--- src/rtl/spicmd_pkg.sv ---
package spicmd_pkg;

  typedef enum logic [1:0] {
    WS_8   = 2'b00,
    WS_16  = 2'b01,
    WS_32  = 2'b10,
    WS_32X = 2'b11
  } wsel_e;

  typedef enum logic [1:0] {
    ST_IDLE  = 2'b00,
    ST_SHIFT = 2'b01,
    ST_DWELL = 2'b10
  } state_e;

  // bytes per word for a width code
  function automatic logic [2:0] f_word_bytes(input logic [1:0] wsel);
    case (wsel_e'(wsel))
      WS_8:    return 3'd1;
      WS_16:   return 3'd2;
      default: return 3'd4;
    endcase
  endfunction

  // frame length in bits: byte count rounded up to whole words
  function automatic logic [5:0] f_frame_bits(input logic [1:0] cnt_m1,
                                              input logic [1:0] wsel);
    logic [3:0] wb;
    logic [3:0] bytes;
    logic [3:0] rnd;
    wb    = {1'b0, f_word_bytes(wsel)};
    bytes = {2'b00, cnt_m1} + 4'd1;
    rnd   = (bytes + wb - 4'd1) & ~(wb - 4'd1);
    return {rnd[2:0], 3'b000};
  endfunction

  // position in the command word of the k-th bit sent
  function automatic logic [4:0] f_bit_index(input logic [5:0] k,
                                             input logic [5:0] nbits,
                                             input logic       lsb);
    logic [5:0] t;
    t = lsb ? k : (nbits - 6'd1 - k);
    return t[4:0];
  endfunction

endpackage

--- src/rtl/spicmd_tick_gen.sv ---
module spicmd_tick_gen #(
  parameter int HALF_DIV = 2
) (
  input  logic clk,
  input  logic rst_n,
  input  logic run,
  output logic tick
);
  localparam int CW = (HALF_DIV > 1) ? $clog2(HALF_DIV) : 1;
  localparam logic [CW-1:0] LAST = CW'(HALF_DIV - 1);

  logic [CW-1:0] cnt_q;

  assign tick = run && (cnt_q == LAST);

  always_ff @(posedge clk or negedge rst_n) begin
    if (!rst_n)       cnt_q <= '0;
    else if (!run)    cnt_q <= '0;
    else if (tick)    cnt_q <= '0;
    else              cnt_q <= cnt_q + 1'b1;
  end

  generate
    if (HALF_DIV > 1) begin : g_gap
      // half-period ticks never come back to back
      p_tick_gap_r6: assert property (@(posedge clk) disable iff (!rst_n)
        tick |=> !tick);
    end
  endgenerate

endmodule

--- src/rtl/spicmd_bit_seq.sv ---
module spicmd_bit_seq
  import spicmd_pkg::*;
(
  input  logic       clk,
  input  logic       rst_n,
  input  logic       load,
  input  logic [1:0] cnt_m1,
  input  logic [1:0] wsel,
  input  logic       lsb_in,
  input  logic       adv,
  output logic [4:0] bit_idx,
  output logic       last_bit,
  output logic [5:0] frame_bits
);
  logic [5:0] k_q;
  logic [5:0] nbits_q;
  logic       lsb_q;

  always_ff @(posedge clk or negedge rst_n) begin
    if (!rst_n) begin
      k_q     <= '0;
      nbits_q <= '0;
      lsb_q   <= 1'b0;
    end else if (load) begin
      k_q     <= '0;
      nbits_q <= f_frame_bits(cnt_m1, wsel);
      lsb_q   <= lsb_in;
    end else if (adv && !last_bit) begin
      k_q <= k_q + 6'd1;
    end
  end

  assign last_bit   = (k_q == nbits_q - 6'd1);
  assign bit_idx    = f_bit_index(k_q, nbits_q, lsb_q);
  assign frame_bits = nbits_q;

  // bit counter never walks past the frame
  p_k_range_r3: assert property (@(posedge clk) disable iff (!rst_n)
    (nbits_q != 6'd0) |-> (k_q < nbits_q));

endmodule

--- src/rtl/spicmd_dwell.sv ---
module spicmd_dwell #(
  parameter int DLY_W = 4
) (
  input  logic             clk,
  input  logic             rst_n,
  input  logic             load,
  input  logic [DLY_W-1:0] dly_in,
  input  logic             run,
  output logic             expired
);
  logic [DLY_W-1:0] cnt_q;

  assign expired = run && (cnt_q == '0);

  always_ff @(posedge clk or negedge rst_n) begin
    if (!rst_n)                     cnt_q <= '0;
    else if (load)                  cnt_q <= dly_in;
    else if (run && cnt_q != '0)    cnt_q <= cnt_q - 1'b1;
  end

  p_dwell_down_r7: assert property (@(posedge clk) disable iff (!rst_n)
    (run && !load && cnt_q != '0) |=> (cnt_q == $past(cnt_q) - 1'b1));

endmodule

--- src/rtl/spi_cmd_tx.sv ---
module spi_cmd_tx
  import spicmd_pkg::*;
#(
  parameter int HALF_DIV = 2,
  parameter int DLY_W    = 4
) (
  input  logic             clk,
  input  logic             rst_n,
  input  logic [31:0]      cmd_word,
  input  logic [1:0]       cmd_cnt_m1,
  input  logic             cmd_mode_en,
  input  logic [1:0]       word_sel,
  input  logic             lsb_first,
  input  logic [DLY_W-1:0] dummy_dly,
  input  logic             go,
  output logic             sclk,
  output logic             mosi,
  output logic             busy,
  output logic             frame_end
);
  state_e      state_q;
  logic [31:0] cmd_q;
  logic        sclk_q;
  logic        frame_end_q;
  logic [5:0]  rises_q;

  // named events
  logic       accept;
  logic       tick;
  logic       rise_ev;
  logic       fall_ev;
  logic       final_fall;
  logic       dwell_done;
  logic [4:0] bit_idx;
  logic       last_bit;
  logic [5:0] frame_bits;

  assign accept     = go && cmd_mode_en && (state_q == ST_IDLE);
  assign rise_ev    = tick && !sclk_q;
  assign fall_ev    = tick && sclk_q;
  assign final_fall = fall_ev && last_bit;

  spicmd_tick_gen #(.HALF_DIV(HALF_DIV)) u_tick (
    .clk  (clk),
    .rst_n(rst_n),
    .run  (state_q == ST_SHIFT),
    .tick (tick)
  );

  spicmd_bit_seq u_seq (
    .clk       (clk),
    .rst_n     (rst_n),
    .load      (accept),
    .cnt_m1    (cmd_cnt_m1),
    .wsel      (word_sel),
    .lsb_in    (lsb_first),
    .adv       (fall_ev),
    .bit_idx   (bit_idx),
    .last_bit  (last_bit),
    .frame_bits(frame_bits)
  );

  spicmd_dwell #(.DLY_W(DLY_W)) u_dwell (
    .clk    (clk),
    .rst_n  (rst_n),
    .load   (accept),
    .dly_in (dummy_dly),
    .run    (state_q == ST_DWELL),
    .expired(dwell_done)
  );

  always_ff @(posedge clk or negedge rst_n) begin
    if (!rst_n) begin
      state_q     <= ST_IDLE;
      cmd_q       <= '0;
      sclk_q      <= 1'b0;
      frame_end_q <= 1'b0;
    end else begin
      frame_end_q <= 1'b0;
      case (state_q)
        ST_IDLE: begin
          if (accept) begin
            cmd_q   <= cmd_word;
            state_q <= ST_SHIFT;
          end
        end
        ST_SHIFT: begin
          if (tick)       sclk_q  <= ~sclk_q;
          if (final_fall) state_q <= ST_DWELL;
        end
        ST_DWELL: begin
          if (dwell_done) begin
            frame_end_q <= 1'b1;
            state_q     <= ST_IDLE;
          end
        end
        default: state_q <= ST_IDLE;
      endcase
    end
  end

  // rising edge tally for the length check
  always_ff @(posedge clk or negedge rst_n) begin
    if (!rst_n)        rises_q <= '0;
    else if (accept)   rises_q <= '0;
    else if (rise_ev)  rises_q <= rises_q + 6'd1;
  end

  assign sclk      = sclk_q;
  assign mosi      = (state_q == ST_SHIFT) && cmd_q[bit_idx];
  assign busy      = (state_q != ST_IDLE);
  assign frame_end = frame_end_q;

  p_pulse_r7: assert property (@(posedge clk) disable iff (!rst_n)
    frame_end |=> !frame_end);

  p_end_idle_r8: assert property (@(posedge clk) disable iff (!rst_n)
    frame_end |-> (!busy && $past(busy)));

  p_idle_low_r6: assert property (@(posedge clk) disable iff (!rst_n)
    !busy |-> !sclk);

  p_hold_r6: assert property (@(posedge clk) disable iff (!rst_n)
    $rose(sclk) |-> $stable(mosi));

  p_mode_off_r2: assert property (@(posedge clk) disable iff (!rst_n)
    (go && !cmd_mode_en && !busy) |=> !busy);

  p_edge_count_r3: assert property (@(posedge clk) disable iff (!rst_n)
    frame_end |-> (rises_q == frame_bits));

endmodule

--- config.mk ---
export PLATFORM = sky130hd
export DESIGN_NAME = spi_cmd_tx
export DESIGN_NICKNAME = d
export VERILOG_FILES = /design/src/rtl/spicmd_pkg.sv /design/src/rtl/spicmd_tick_gen.sv /design/src/rtl/spicmd_bit_seq.sv /design/src/rtl/spicmd_dwell.sv /design/src/rtl/spi_cmd_tx.sv
export SDC_FILE = /design/constraint.sdc
export NUM_CORES = 1
export LEC_CHECK = 0
export BUFFER_PORTS_ARGS = -buffer_cell sky130_fd_sc_hd__buf_2
export CELL_PAD_IN_SITES_DETAIL_PLACEMENT = 0
export CELL_PAD_IN_SITES_GLOBAL_PLACEMENT = 2
export CORE_AREA = 2 2 85 87
export CTS_CLUSTER_DIAMETER = 100
export DETAILED_ROUTE_END_ITERATION = 10
export DIE_AREA = 0 0 87 89
export GPL_TIMING_DRIVEN = 1
export PLACE_DENSITY_LB_ADDON = 0.1
export SLEW_MARGIN = 20
export SYNTH_ARGS = -nofsm -noshare
export SYNTH_HDL_FRONTEND = slang
export SYNTH_HIERARCHICAL = 1
export SYNTH_SLANG_ARGS = --single-unit
--- constraint.sdc ---
create_clock -name clk -period 5.5 [get_ports clk]
set_input_delay 0.275 -clock clk [delete_from_list [all_inputs] [get_ports clk]]
set_output_delay 0.275 -clock clk [all_outputs]
set_load 0.02 [all_outputs]
---- After elaboration in Yosys (flattened, before gate mapping) ----
Index checks and enable logic that the tools add are counted.
word-level totals
  register bits after elaboration ......... 51
  memories kept ........................... 0
  bits in read-only memories .............. 0
  output and inout bits ................... 4
  latch bits .............................. 0
  bits in writable memories ............... 0
operators by class
  $add $sub $neg .......................... 9
  shift-type cells ........................ 0
  magnitude comparators ................... 1
  div/mod/pow operators ................... 0
  mux-type cells .......................... 17
  reductions and logical operators ........ 20
  bitwise gates (word level) .............. 3
  $mul .................................... 0
  equality and inequality tests ........... 7
operators with widths
  kind                 count
  $mux 6               2
  $logic_and 1x1->1    9
  $mux 4               2
  $add 6x1->6 const B  1
  $eq 6x6->1           1
  $lt 5x6->1 const B   1
  $mux 2               3
  $ne 2x2->1 const B   3
  $pmux 2 s3           1
  $pmux 3 s2           1
  $reduce_bool 2->1    3
  $sub 3x1->3 const B  2
  $sub 6x1->6 const B  1
  $bmux 1 s5           1
  $mux 1               5
  $mux 5               1
  $sub 5x5->5          1
  $eq 2x1->1 const B   2
  $logic_not 2->1      2
  $logic_not 4->1      1
  $reduce_and 2->1     2
  $reduce_bool 4->1    1
  $sub 4x1->4 const B  1
  $add 2x1->3 const B  1
  9 further kinds      9

---- Depth between registers and ports, before layout ----
Gate-level depths: netlist of run 1.
  word-level depth ........................ 6
  gate-level depth with buffers ........... 9
  depth with buffers taken out ............ 9

---- By module ----
Netlist of run 1, hierarchy kept.
modules (own cells, without submodules)
  module           instances  sequential area each (um^2)  cells each  area each (um^2)
  spi_cmd_tx       1          900.9                        109         1676.6
  spicmd_bit_seq   1          250.2                        74          698.2
  spicmd_dwell     1          100.1                        28          250.2
  spicmd_tick_gen  1          25.0                         3           41.3

---- Least setup slack after synthesis of run 1 ----
No wires, ideal clock.
  path type ............................... register to output
  start ................................... register u_seq.k_q[3]
  end ..................................... output port mosi
  arrival ................................. 2.064 ns
  setup slack ............................. 3.161 ns
  cell stages (with the launch flop) ...... 10
  buffers on the path ..................... 0
  data required time ...................... 5.225 ns
  cell sequence ........................... dfrtp_1 -> inv_1 -> ha_1 -> nor2_1 -> xor2_1 -> nor2_1 -> xor2_1 -> and2b_1 -> a221o_1 -> a31oi_1
on the way
  cells in the longest elaborated chain, start to end .. 5
RTL lines
  element                       line                  RTL
  start, declared               spicmd_bit_seq.sv:15  logic [5:0] k_q;
  start signal, assigned        spicmd_bit_seq.sv:29  k_q <= k_q + 6'd1;
  $sub 5x5->5                   spicmd_pkg.sv:42      t = lsb ? k : (nbits - 6'd1 - k);
  $mux 5                        spicmd_pkg.sv:42
  net bit_idx[4]                spi_cmd_tx.sv:34      logic [4:0] bit_idx;
  $bmux 1 s5                    spi_cmd_tx.sv:110     assign mosi = (state_q == ST_SHIFT) && cmd_q[bit_idx];
  $mux 1 (not written as such)  spi_cmd_tx.sv:110
  $logic_and 1x1->1             spi_cmd_tx.sv:110
  end, declared                 spi_cmd_tx.sv:17      output logic mosi,
The timed path passes the listed nets, and every way through them passes these cells. The select of a mux whose other input is x is not followed.

---- Final worst setup path of run 1 ----
  start ................................... register u_seq.lsb_q
  end ..................................... output port mosi
on the way
  cells in the longest elaborated chain, start to end .. 4
RTL lines
  element                       line                  RTL
  start, declared               spicmd_bit_seq.sv:17  logic lsb_q;
  start signal, assigned        spicmd_bit_seq.sv:27  lsb_q <= lsb_in;
  $mux 5                        spicmd_pkg.sv:42
  net bit_idx[0]                spi_cmd_tx.sv:34
  $bmux 1 s5                    spi_cmd_tx.sv:110
  $mux 1 (not written as such)  spi_cmd_tx.sv:110
  $logic_and 1x1->1             spi_cmd_tx.sv:110
The timed path passes the listed nets, and every way through them passes these cells. The select of a mux whose other input is x is not followed.

==> metrics.md, run 1 <==
| Metric | Value |
|---|---|
| Antenna viol nets, final | `0` |
| # port buffers | `48` |
| Die H | `89 µm` |
| Syn nets | `261` |
| Final core occ | `0.458` |
| HP Class | `primary input to asynchronous set/reset pin` |
| Initial Util | `0.393` |
| Post-DP HPWL | `3.55 mm` |
| Fillers | `654` |
| Slack of the critical path | `2.39 ns` |
| Crit-path slowest cell | `xnor2_1` |
| Cts repair resizes | `0` |
| Clock skew | `0.00424 ns` |
| Fin Hold WS | `0.0739 ns` |
| Worst-margin pin slew | `0.937 ns` |
| ANT cells | `0` |
| Routed length per placed instance | `14.6 µm` |
| Pwr dens | `588 nW/µm²` |
| Max_slew headroom | `0.371` |
| Fin crit share | `0.565` |
| Minimum clock period | `3.11 ns` |
| Highest achievable clock rate | `322 MHz` |
| YS warnings | `6` |
| Die area | `7740 µm²` |
| Most common cell after layout, fill and taps aside | `dfrtp_1` |
| Syn Area/Cell | `12.6 µm²` |
| Setup repair bufs after CTS | `0` |
| Routed wire length | `4.97 mm` |
| Largest net degree at the start of global routing | `52` |
| Share of cells above drive strength 1 | `0.281` |
| Leakage | `0.00140 µW` |
| CP arrival | `2.83 ns` |
| Layout Nets | `310` |
| Synth Cell Area | `2640 µm²` |
| Clock Path Buffers | `2` |
| Final setup vio count | `0` |
| Residual DRC | `0` |
| Initial DRC count | `27` |
| Global-route wire length before repair | `8.34 mm` |
| Syn Inst Count | `210` |
| Slew Viols, Final | `0` |
| DR vias | `1741` |
| Hold buffers post-CTS | `0` |
| Clock insertion delay at the later pin of the skew report | `0.30 ns` |
| Cells after DPL | `332` |
| Pre-CTS setup slack | `2.55 ns` |
| RSZ-0062 raised after global routing | `no` |
| Most frequent cells in the layout | `dfrtp_1 (51), buf_2 (48), mux2_1 (32)` |
| Clock slew at reported path FFs | `0.10 ns` |
| IO Count | `49` |
| Fin Setup TNS | `0 ns` |
| Vias in the first global route | `1771` |
| Crit end category | `primary output` |
| TritonCTS clock tree | `yes` |
| Crit-path max cell delay | `0.78 ns` |
| Finished Layout Cells | `340` |
| Final hold violation count | `0` |
| Core Box Area | `6720 µm²` |
| All-layer global routing usage | `0.138` |
| Number of buffers created by CTS | `5` |
| Root buf cell | `clkbuf_8` |
| Setup CP Type | `register to primary output` |
| Peak VDD IR | `0.000218 V` |
| Status | `finished, final reports clean` |
| Worst Path Buf+Inv | `1` |
| Site Rows | `30` |
| Crit path max-delay family | `multiplexers` |
| MaxCap Viol Count | `0` |
| DR pass1 iterations | `4` |
| Area growth from synthesis to layout | `16.5%` |
| Vias per std cell | `5.12` |
| Number of H-tree levels | `2` |
| Crit Path Max Fanout | `8` |
| Req. time, crit path | `5.22 ns` |
| CP cell instances | `xnor2_1, mux4_1, mux2_2, nand2_1, a31oi_1, buf_2` |
| Die X | `87 µm` |
| Initial antenna violation count | `0` |
| Clock sink count | `51` |
| GR Overflow Total | `0` |
| RePlAce Congestion | `0.734` |
| Startpoint types | `register` |
[per-layer routing]
layer / track usage / up-vias / part of all wire
li1: - / 849 / -
met1: 0.194 / 861 / 0.50
met2: 0.219 / 26 / 0.45
met3: 0.0305 / 5 / 0.035
met4: 0.0341 / 0 / 0.0089
met5: 0 / - / 0
[sequential cells by signal (all words and copies together), names as in the netlist]
signal and flops:
sclk 1, u_dwell/cnt_q 4, frame_end 1, u_seq/k_q 6, state_q 2, u_tick/cnt_q 1, u_seq/lsb_q 1, u_seq/frame_bits 3
cmd_q 32
[path summary, 6_finish.rpt]
path,startpoint,endpoint,slack (ns),depth (start not counted)
setup / recovery,u_seq/lsb_q$_DFFE_PN0P_,mosi,2.39,6
hold / removal,rst_n,u_seq/frame_bits[5]$_DFFE_PN0P_,0.07,2
setup reg to reg,state_q[0]$_DFFE_PN0P_,u_dwell/cnt_q[3]$_DFFE_PN0P_,3.53,5
hold reg to reg,cmd_q[4]$_DFFE_PN0P_,cmd_q[4]$_DFFE_PN0P_,0.49,1
max in group asynchronous,rst_n,sclk$_DFFE_PN0P_,4.97,2
min in group clk,dummy_dly[1],u_dwell/cnt_q[1]$_DFFE_PN0P_,0.18,3
[stage by stage]
| stage | area (µm²) | total power [µW] |
|---|---|---|
| 6_report | 3080 | 1810 |
| 4_1_cts | 3070 | 1830 |
| 2_1_floorplan | 2640 | 1370 |
| 5_1_grt | 3080 | 1960 |
| 3_5_place_dp | 2950 | 1550 |
| 3_3_place_gp | 2950 | 1530 |
[area by class of cell]
type | count | area (µm²) | share of cell area
clock inverter | 2 | 38.8 | 0.0126
clock buffer | 6 | 82.6 | 0.0269
sequential | 51 | 1280 | 0.415
multi-input combinational | 137 | 1260 | 0.408
inverter | 14 | 66.3 | 0.0216
timing repair buffer | 50 | 255 | 0.0830
tap | 80 | 100 | 0.0325
[where the power goes]
part / switching (µW) / internal [µW]
registers: 126 / 551
logic: 391 / 462
clock network: 129 / 150
total: 646 / 1160
Power figures use the tool's default switching activity.
==> inputs of run 2 (changes only) <==
--- a/config.mk
+++ b/config.mk
@@ -5,13 +5,14 @@
 export SDC_FILE = /design/constraint.sdc
 export NUM_CORES = 1
 export LEC_CHECK = 0
+export ABC_AREA = 1
 export BUFFER_PORTS_ARGS = -buffer_cell sky130_fd_sc_hd__buf_2
 export CELL_PAD_IN_SITES_DETAIL_PLACEMENT = 0
 export CELL_PAD_IN_SITES_GLOBAL_PLACEMENT = 2
-export CORE_AREA = 2 2 85 87
+export CORE_AREA = 2 2 104 106
 export CTS_CLUSTER_DIAMETER = 100
 export DETAILED_ROUTE_END_ITERATION = 10
-export DIE_AREA = 0 0 87 89
+export DIE_AREA = 0 0 106 108
 export GPL_TIMING_DRIVEN = 1
 export PLACE_DENSITY_LB_ADDON = 0.1
 export SLEW_MARGIN = 20
==> constraint.sdc (replaced) <==
create_clock -name clk -period 2.6 [get_ports clk]
set_input_delay 0.13 -clock clk [delete_from_list [all_inputs] [get_ports clk]]
set_output_delay 0.13 -clock clk [all_outputs]
set_load 0.02 [all_outputs]
==> run 2 against run 1 <==
Critical path type unchanged. Critical endpoint unchanged. Wire length increased by 42%. Largest power group is now registers. Register-to-register slack got worse by 2.8 ns. Combinational power decreased by 93%. Synthesized cell count increased by 83%.
==> metrics.md, run 2 <==
| Metric | Value |
|---|---|
| Status | `finished, final reports clean (unchanged)` |
| Finished Layout Cells | `569 (was 340)` |
| MaxCap Viol Count | `0 (unchanged)` |
| # port buffers | `48 (unchanged)` |
| Worst-margin pin slew | `0.696 ns (was 0.937 ns)` |
| Routed wire length | `7.05 mm (was 4.97 mm)` |
| Die area | `11400 µm² (was 7740 µm²)` |
| Peak VDD IR | `0.000283 V (was 0.000218 V)` |
| All-layer global routing usage | `0.133 (was 0.138)` |
| Cts repair resizes | `0 (unchanged)` |
| DR pass1 iterations | `4 (unchanged)` |
| IO Count | `49 (unchanged)` |
| Most common cell after layout, fill and taps aside | `nand2_1 (was dfrtp_1)` |
| Pwr dens | `433 nW/µm² (was 588 nW/µm²)` |
| Synth Cell Area | `2820 µm² (was 2640 µm²)` |
| ANT cells | `0 (unchanged)` |
| Routed length per placed instance | `12.4 µm (was 14.6 µm)` |
| Max_slew headroom | `0.536 (was 0.371)` |
| R2R Setup Slk | `0.78 ns (was 3.53 ns)` |
| Crit-path max cell delay | `0.53 ns (was 0.78 ns)` |
| Site Rows | `37 (was 30)` |
| Initial Util | `0.276 (was 0.393)` |
| CP cell instances | `xnor2_2, buf_4, inv_8, nand2_1, nand3_1, nand3_1, nand2_1, nand2_1, nand3_1, nand2_1, nor2_1, buf_2 (was xnor2_1, mux4_1, mux2_2, nand2_1, a31oi_1, buf_2)` |
| Setup CP Type | `register to primary output (unchanged)` |
| CP arrival | `2.17 ns (was 2.83 ns)` |
| Global-route wire length before repair | `11.9 mm (was 8.34 mm)` |
| Crit-path most repeated cell | `nand2_1` |
| Highest achievable clock rate | `435 MHz` |
| Cells after DPL | `559 (was 332)` |
| Hold buffers post-CTS | `1 (was 0)` |
| Final core occ | `0.324 (was 0.458)` |
| Die H | `108 µm (was 89 µm)` |
| Clock sink count | `51 (unchanged)` |
| Vias per std cell | `4.28 (was 5.12)` |
| Die X | `106 µm (was 87 µm)` |
| Initial antenna violation count | `0 (unchanged)` |
| RePlAce Congestion | `0.744 (was 0.734)` |
| Fin Setup TNS | `0 ns (unchanged)` |
| Clock insertion delay at the later pin of the skew report | `0.30 ns (about the same)` |
| DR vias | `2434 (was 1741)` |
| Crit end category | `primary output (unchanged)` |
| Area growth from synthesis to layout | `17.3% (was 16.5%)` |
| Crit-path slowest cell | `dfrtp_1 (was xnor2_1)` |
| Fin crit share | `0.885` |
| Leakage | `0.00179 µW (was 0.00140 µW)` |
| GR Overflow Total | `0 (unchanged)` |
| Worst hold path depth | `3` |
| Largest net degree at the start of global routing | `52 (unchanged)` |
| Vias in the first global route | `2505 (was 1771)` |
| TritonCTS clock tree | `yes (unchanged)` |
| Antenna viol nets, final | `0 (unchanged)` |
| Initial DRC count | `107 (was 27)` |
| Setup repair bufs after CTS | `0 (unchanged)` |
| Max reg flops | `32 (unchanged)` |
| Largest regs | `cmd_q x32, u_seq/k_q x6, u_dwell/cnt_q x4 (unchanged)` |
| Area of the multi-input gates | `1290 µm² (was 1260 µm²)` |
| HP Class | `primary input to register (was primary input to asynchronous set/reset pin)` |
| Placed Area | `3170 µm² (was 2950 µm²)` |
| RSZ-0062 raised after global routing | `no (unchanged)` |
| Layout Nets | `483 (was 310)` |
| Fillers | `1148 (was 654)` |
| Core Box Area | `10200 µm² (was 6720 µm²)` |
| R2R depth | `6 (was 5)` |
| Crit path max-delay family | `simple AND/OR/NAND/NOR gates (was multiplexers)` |
| Clock slew at reported path FFs | `0.10 ns (about the same)` |
| Final setup vio count | `0 (unchanged)` |
| Residual DRC | `0 (unchanged)` |
| Crit path depth | `12 (was 6)` |
| Req. time, crit path | `2.47 ns (was 5.22 ns)` |
| Worst Path Buf+Inv | `3 (was 1)` |
| Clock Path Buffers | `2 (unchanged)` |
| Clock skew | `0.00584 ns (was 0.00424 ns)` |
| Startpoint types | `register (unchanged)` |
| Final hold violation count | `0 (unchanged)` |
| FF/Latch Area | `1280 µm² (unchanged)` |
| YS warnings | `6 (unchanged)` |
| Syn Area/Cell | `7.35 µm² (was 12.6 µm²)` |
| Crit Path Max Fanout | `19 (was 8)` |
| Number of buffers created by CTS | `5 (unchanged)` |
| Most frequent cells in the layout | `nand2_1 (171), dfrtp_1 (51), buf_2 (48) (was dfrtp_1 (51), buf_2 (48), mux2_1 (32))` |
| Number of H-tree levels | `2 (unchanged)` |
| Share of cells above drive strength 1 | `0.176 (was 0.281)` |
| Syn Inst Count | `384 (was 210)` |
| Biggest register | `cmd_q (unchanged)` |
| Post-DP HPWL | `5.01 mm (was 3.55 mm)` |
| Syn nets | `435 (was 261)` |
| Design Area, Final | `3310 µm² (was 3080 µm²)` |
| Root buf cell | `clkbuf_8 (unchanged)` |
| Minimum clock period | `2.30 ns` |
| Power Total | `1430 µW (was 1810 µW)` |
| Slew Viols, Final | `0 (unchanged)` |
## run 2: area by class of cell
class                           instances  share of cell area
Tap cell                              136              0.0514
Clock inverter                          2              0.0106
Clock buffer                            6              0.0249
Sequential cell                        51               0.385
Timing Repair Buffer                   55              0.0899
Inverter                               41              0.0488
Multi-Input combinational cell        278               0.389
## run 2: tightest hold or removal path, cell delays in order
cell	delay (ns)
buf_2	0.07
nand2_1	0.04
nand2_1	0.05
## run 2: per-stage QoR
step	hold WS [ns]	worst slack, ns
after floorplan	-0.166	0.773
after global placement	0.315	0.604
after detailed placement	0.304	0.585
after CTS	0.00543	0.230
after global routing	0.000309	0.0680
final	0.0148	0.300
## run 2: metal layers
metal | wire length (µm) | global-route usage | up-vias | share of wire
met5 | 0 | 0 | - | 0
met4 | 57 | 0.0385 | 0 | 0.0081
met3 | 287 | 0.0289 | 5 | 0.041
met2 | 3240 | 0.222 | 40 | 0.46
met1 | 3460 | 0.175 | 1105 | 0.49
li1 | - | - | 1284 | -
## run 2: worst paths after layout
kind / from / end
setup / recovery: u_seq/lsb_q$_DFFE_PN0P_ / mosi
hold / removal: cmd_word[12] / cmd_q[12]$_DFFE_PN0P_
setup reg to reg: state_q[0]$_DFFE_PN0P_ / u_seq/k_q[4]$_DFFE_PN0P_
hold reg to reg: u_tick/cnt_q$_DFF_PN0_ / u_tick/cnt_q$_DFF_PN0_
max in group asynchronous: rst_n / cmd_q[31]$_DFFE_PN0P_
min in group asynchronous: rst_n / cmd_q[22]$_DFFE_PN0P_
## run 2: where the power goes
group	internal [µW]	leakage [µW]	switching, µW
Sequential	792	0.000646	0
Clock	312	0.0000612	268
Combinational	29.4	0.00108	31.5
Total	1130	0.00179	299
==> inputs of run 3 (changes only) <==
--- a/config.mk
+++ b/config.mk
@@ -14,6 +14,7 @@
 export DETAILED_ROUTE_END_ITERATION = 10
 export DIE_AREA = 0 0 106 108
 export GPL_TIMING_DRIVEN = 1
+export HOLD_SLACK_MARGIN = 0.06
 export PLACE_DENSITY_LB_ADDON = 0.1
 export SLEW_MARGIN = 20
 export SYNTH_ARGS = -nofsm -noshare
==> run 3 against run 2 <==
Setup slack worse by 0.0012 ns. Hold slack better by 0.12 ns. Via count is 4.6% higher. Critical endpoint unchanged. Highest routed layer unchanged.
==> metrics.md, run 3 (synthesized netlist as in run 2, its figures left out) <==
| Metric | Value |
|---|---|
| RePlAce Congestion | `0.744 (unchanged)` |
| Cts repair resizes | `0 (unchanged)` |
| Layout Nets | `515 (was 483)` |
| Vias in the first global route | `2629 (was 2505)` |
| Core Box Area | `10200 µm² (unchanged)` |
| Pre-CTS setup slack | `0.585 ns (unchanged)` |
| DR vias | `2546 (was 2434)` |
| Max_slew headroom | `0.535 (was 0.536)` |
| Final setup vio count | `0 (unchanged)` |
| All-layer global routing usage | `0.137 (was 0.133)` |
| Routed wire length | `7.24 mm (was 7.05 mm)` |
| Die X | `106 µm (unchanged)` |
| Site Rows | `37 (unchanged)` |
| Clock skew | `0.00406 ns (was 0.00584 ns)` |
| MaxCap Viol Count | `0 (unchanged)` |
| Share of cells above drive strength 1 | `0.163 (was 0.176)` |
| Peak VDD IR | `0.000286 V (was 0.000283 V)` |
| Pwr dens | `405 nW/µm² (was 433 nW/µm²)` |
| Antenna viol nets, final | `0 (unchanged)` |
| Internal power | `1160 µW (was 1130 µW)` |
| RSZ-0062 raised after global routing | `no (unchanged)` |
| Power Total | `1470 µW (was 1430 µW)` |
| Final hold violation count | `0 (unchanged)` |
| Clock share of power | `0.395 (was 0.404)` |
| Minimum clock period | `2.30 ns (about the same)` |
| Global-route wire length before repair | `12.3 mm (was 11.9 mm)` |
| Routed length per placed instance | `12.1 µm (was 12.4 µm)` |
| Final core occ | `0.355 (was 0.324)` |
| Clock Path Buffers | `2 (unchanged)` |
| Clock slew at reported path FFs | `0.09 ns (was 0.10 ns)` |
| Setup CP Type | `register to primary output (unchanged)` |
| Req. time, crit path | `2.47 ns (about the same)` |
| Leakage | `0.00192 µW (was 0.00179 µW)` |
| Die area | `11400 µm² (unchanged)` |
| DR pass1 iterations | `4 (unchanged)` |
| HP Class | `primary input to register (unchanged)` |
| Clock insertion delay at the later pin of the skew report | `0.30 ns (about the same)` |
| Slew Viols, Final | `0 (unchanged)` |
| Setup repair bufs after CTS | `0 (unchanged)` |
| TritonCTS clock tree | `yes (unchanged)` |
| Post-DP HPWL | `5.01 mm (unchanged)` |
| Most common cell after layout, fill and taps aside | `nand2_1 (unchanged)` |
| Crit end category | `primary output (unchanged)` |
| Max reg flops | `32 (unchanged)` |
| Largest regs | `cmd_q x32, u_seq/k_q x6, u_dwell/cnt_q x4 (unchanged)` |
| Worst-margin pin slew | `0.697 ns (was 0.696 ns)` |
| Biggest register | `cmd_q (unchanged)` |
| Switch Pwr | `306 µW (was 299 µW)` |
| Number of H-tree levels | `2 (unchanged)` |
| Initial Util | `0.276 (unchanged)` |
| Initial antenna violation count | `0 (unchanged)` |
| Number of buffers created by CTS | `5 (unchanged)` |
| Area growth from synthesis to layout | `28.6% (was 17.3%)` |
| Crit Path Max Fanout | `19 (unchanged)` |
| Die H | `108 µm (unchanged)` |
| # port buffers | `48 (unchanged)` |
| Residual DRC | `0 (unchanged)` |
| Slack of the critical path | `0.298 ns (was 0.300 ns)` |
| Fin Hold WS | `0.135 ns (was 0.0148 ns)` |
| IO Count | `49 (unchanged)` |
| GR Overflow Total | `0 (unchanged)` |
| Initial DRC count | `91 (was 107)` |
| Most frequent cells in the layout | `nand2_1 (171), dfrtp_1 (51), buf_2 (48) (unchanged)` |
| Root buf cell | `clkbuf_8 (unchanged)` |
| Fin Setup TNS | `0 ns (unchanged)` |
| Highest achievable clock rate | `434 MHz (was 435 MHz)` |
| Clock sink count | `51 (unchanged)` |
| ANT cells | `0 (unchanged)` |
| Sequential power share | `0.539 (was 0.553)` |
| Comb power frac | `0.066 (was 0.042)` |
| Sw frac | `0.208 (was 0.209)` |
| CP arrival | `2.17 ns (about the same)` |
| Vias per std cell | `4.24 (was 4.28)` |
| Largest net degree at the start of global routing | `52 (unchanged)` |
| Startpoint types | `register (unchanged)` |
| Status | `finished, final reports clean (unchanged)` |
| Fin crit share | `0.885 (about the same)` |
[run 3: cell count changes in the layout (fill, tap and decap cells not counted)]
| cell | before | now |
|---|---|---|
| dlygate4sd3_1 | 2 | 34 |
[run 3: per-layer routing]
| layer | routed length, µm | vias up | GRT usage |
|---|---|---|---|
| li1 | - | 1348 | - |
| met5 | 0 | - | 0 |
| met1 | 3630 | 1156 | 0.178 |
| met3 | 240 | 5 | 0.0259 |
| met2 | 3320 | 37 | 0.232 |
| met4 | 57 | 0 | 0.0385 |
[run 3: final cells by class]
type                       count  area [µm²]
fill                        1129        6600
multi-input combinational    278        1290
sequential                    51        1280
timing repair buffer          87         618
tap                          136         170
inverter                      41         161
clock buffer                   6        82.6
clock inverter                 2        35.0
[run 3: power by group through the flow]
stage	clock network, µW	registers [µW]	logic (µW)
2_1_floorplan	0	808	7.94
3_3_place_gp	0	808	60.8
3_5_place_dp	0	808	60.5
4_1_cts	605	793	99.9
5_1_grt	641	793	110
6_report	581	792	97.6
[run 3: path summary, 6_finish.rpt]
check,from,endpoint,slack (ns),cells past startpoint
setup / recovery,u_seq/lsb_q$_DFFE_PN0P_,mosi,0.30,12
hold / removal,cmd_cnt_m1[0],u_seq/frame_bits[3]$_DFFE_PN0P_,0.14,4
setup reg to reg,state_q[0]$_DFFE_PN0P_,u_seq/k_q[4]$_DFFE_PN0P_,0.78,6
hold reg to reg,u_tick/cnt_q$_DFF_PN0_,u_tick/cnt_q$_DFF_PN0_,0.44,1
max in group asynchronous,rst_n,cmd_q[31]$_DFFE_PN0P_,1.64,3
min in group asynchronous,rst_n,cmd_q[22]$_DFFE_PN0P_,0.46,3
[run 3: per-stage QoR]
stage               cell area, µm²  std cells
floorplan                     2820        384
global placement              3170        559
detailed placement            3170        559
CTS                           3630        601
global route                  3630        601
finish                        3630        601
[run 3: worst max-delay path: stages (launching register included)]
cell	delay, ns
dfrtp_1	0.53
xnor2_2	0.18
buf_4	0.23
inv_8	0.13
nand2_1	0.06
nand3_1	0.07
nand3_1	0.08
nand2_1	0.10
nand2_1	0.05
nand3_1	0.07
nand2_1	0.05
nor2_1	0.14
buf_2	0.19
[run 3: repair_timing]
action                                  CTS  global route
endpoints found under the setup margin    0             0
hold buffers                             34             0
endpoints found under the hold margin    84             0
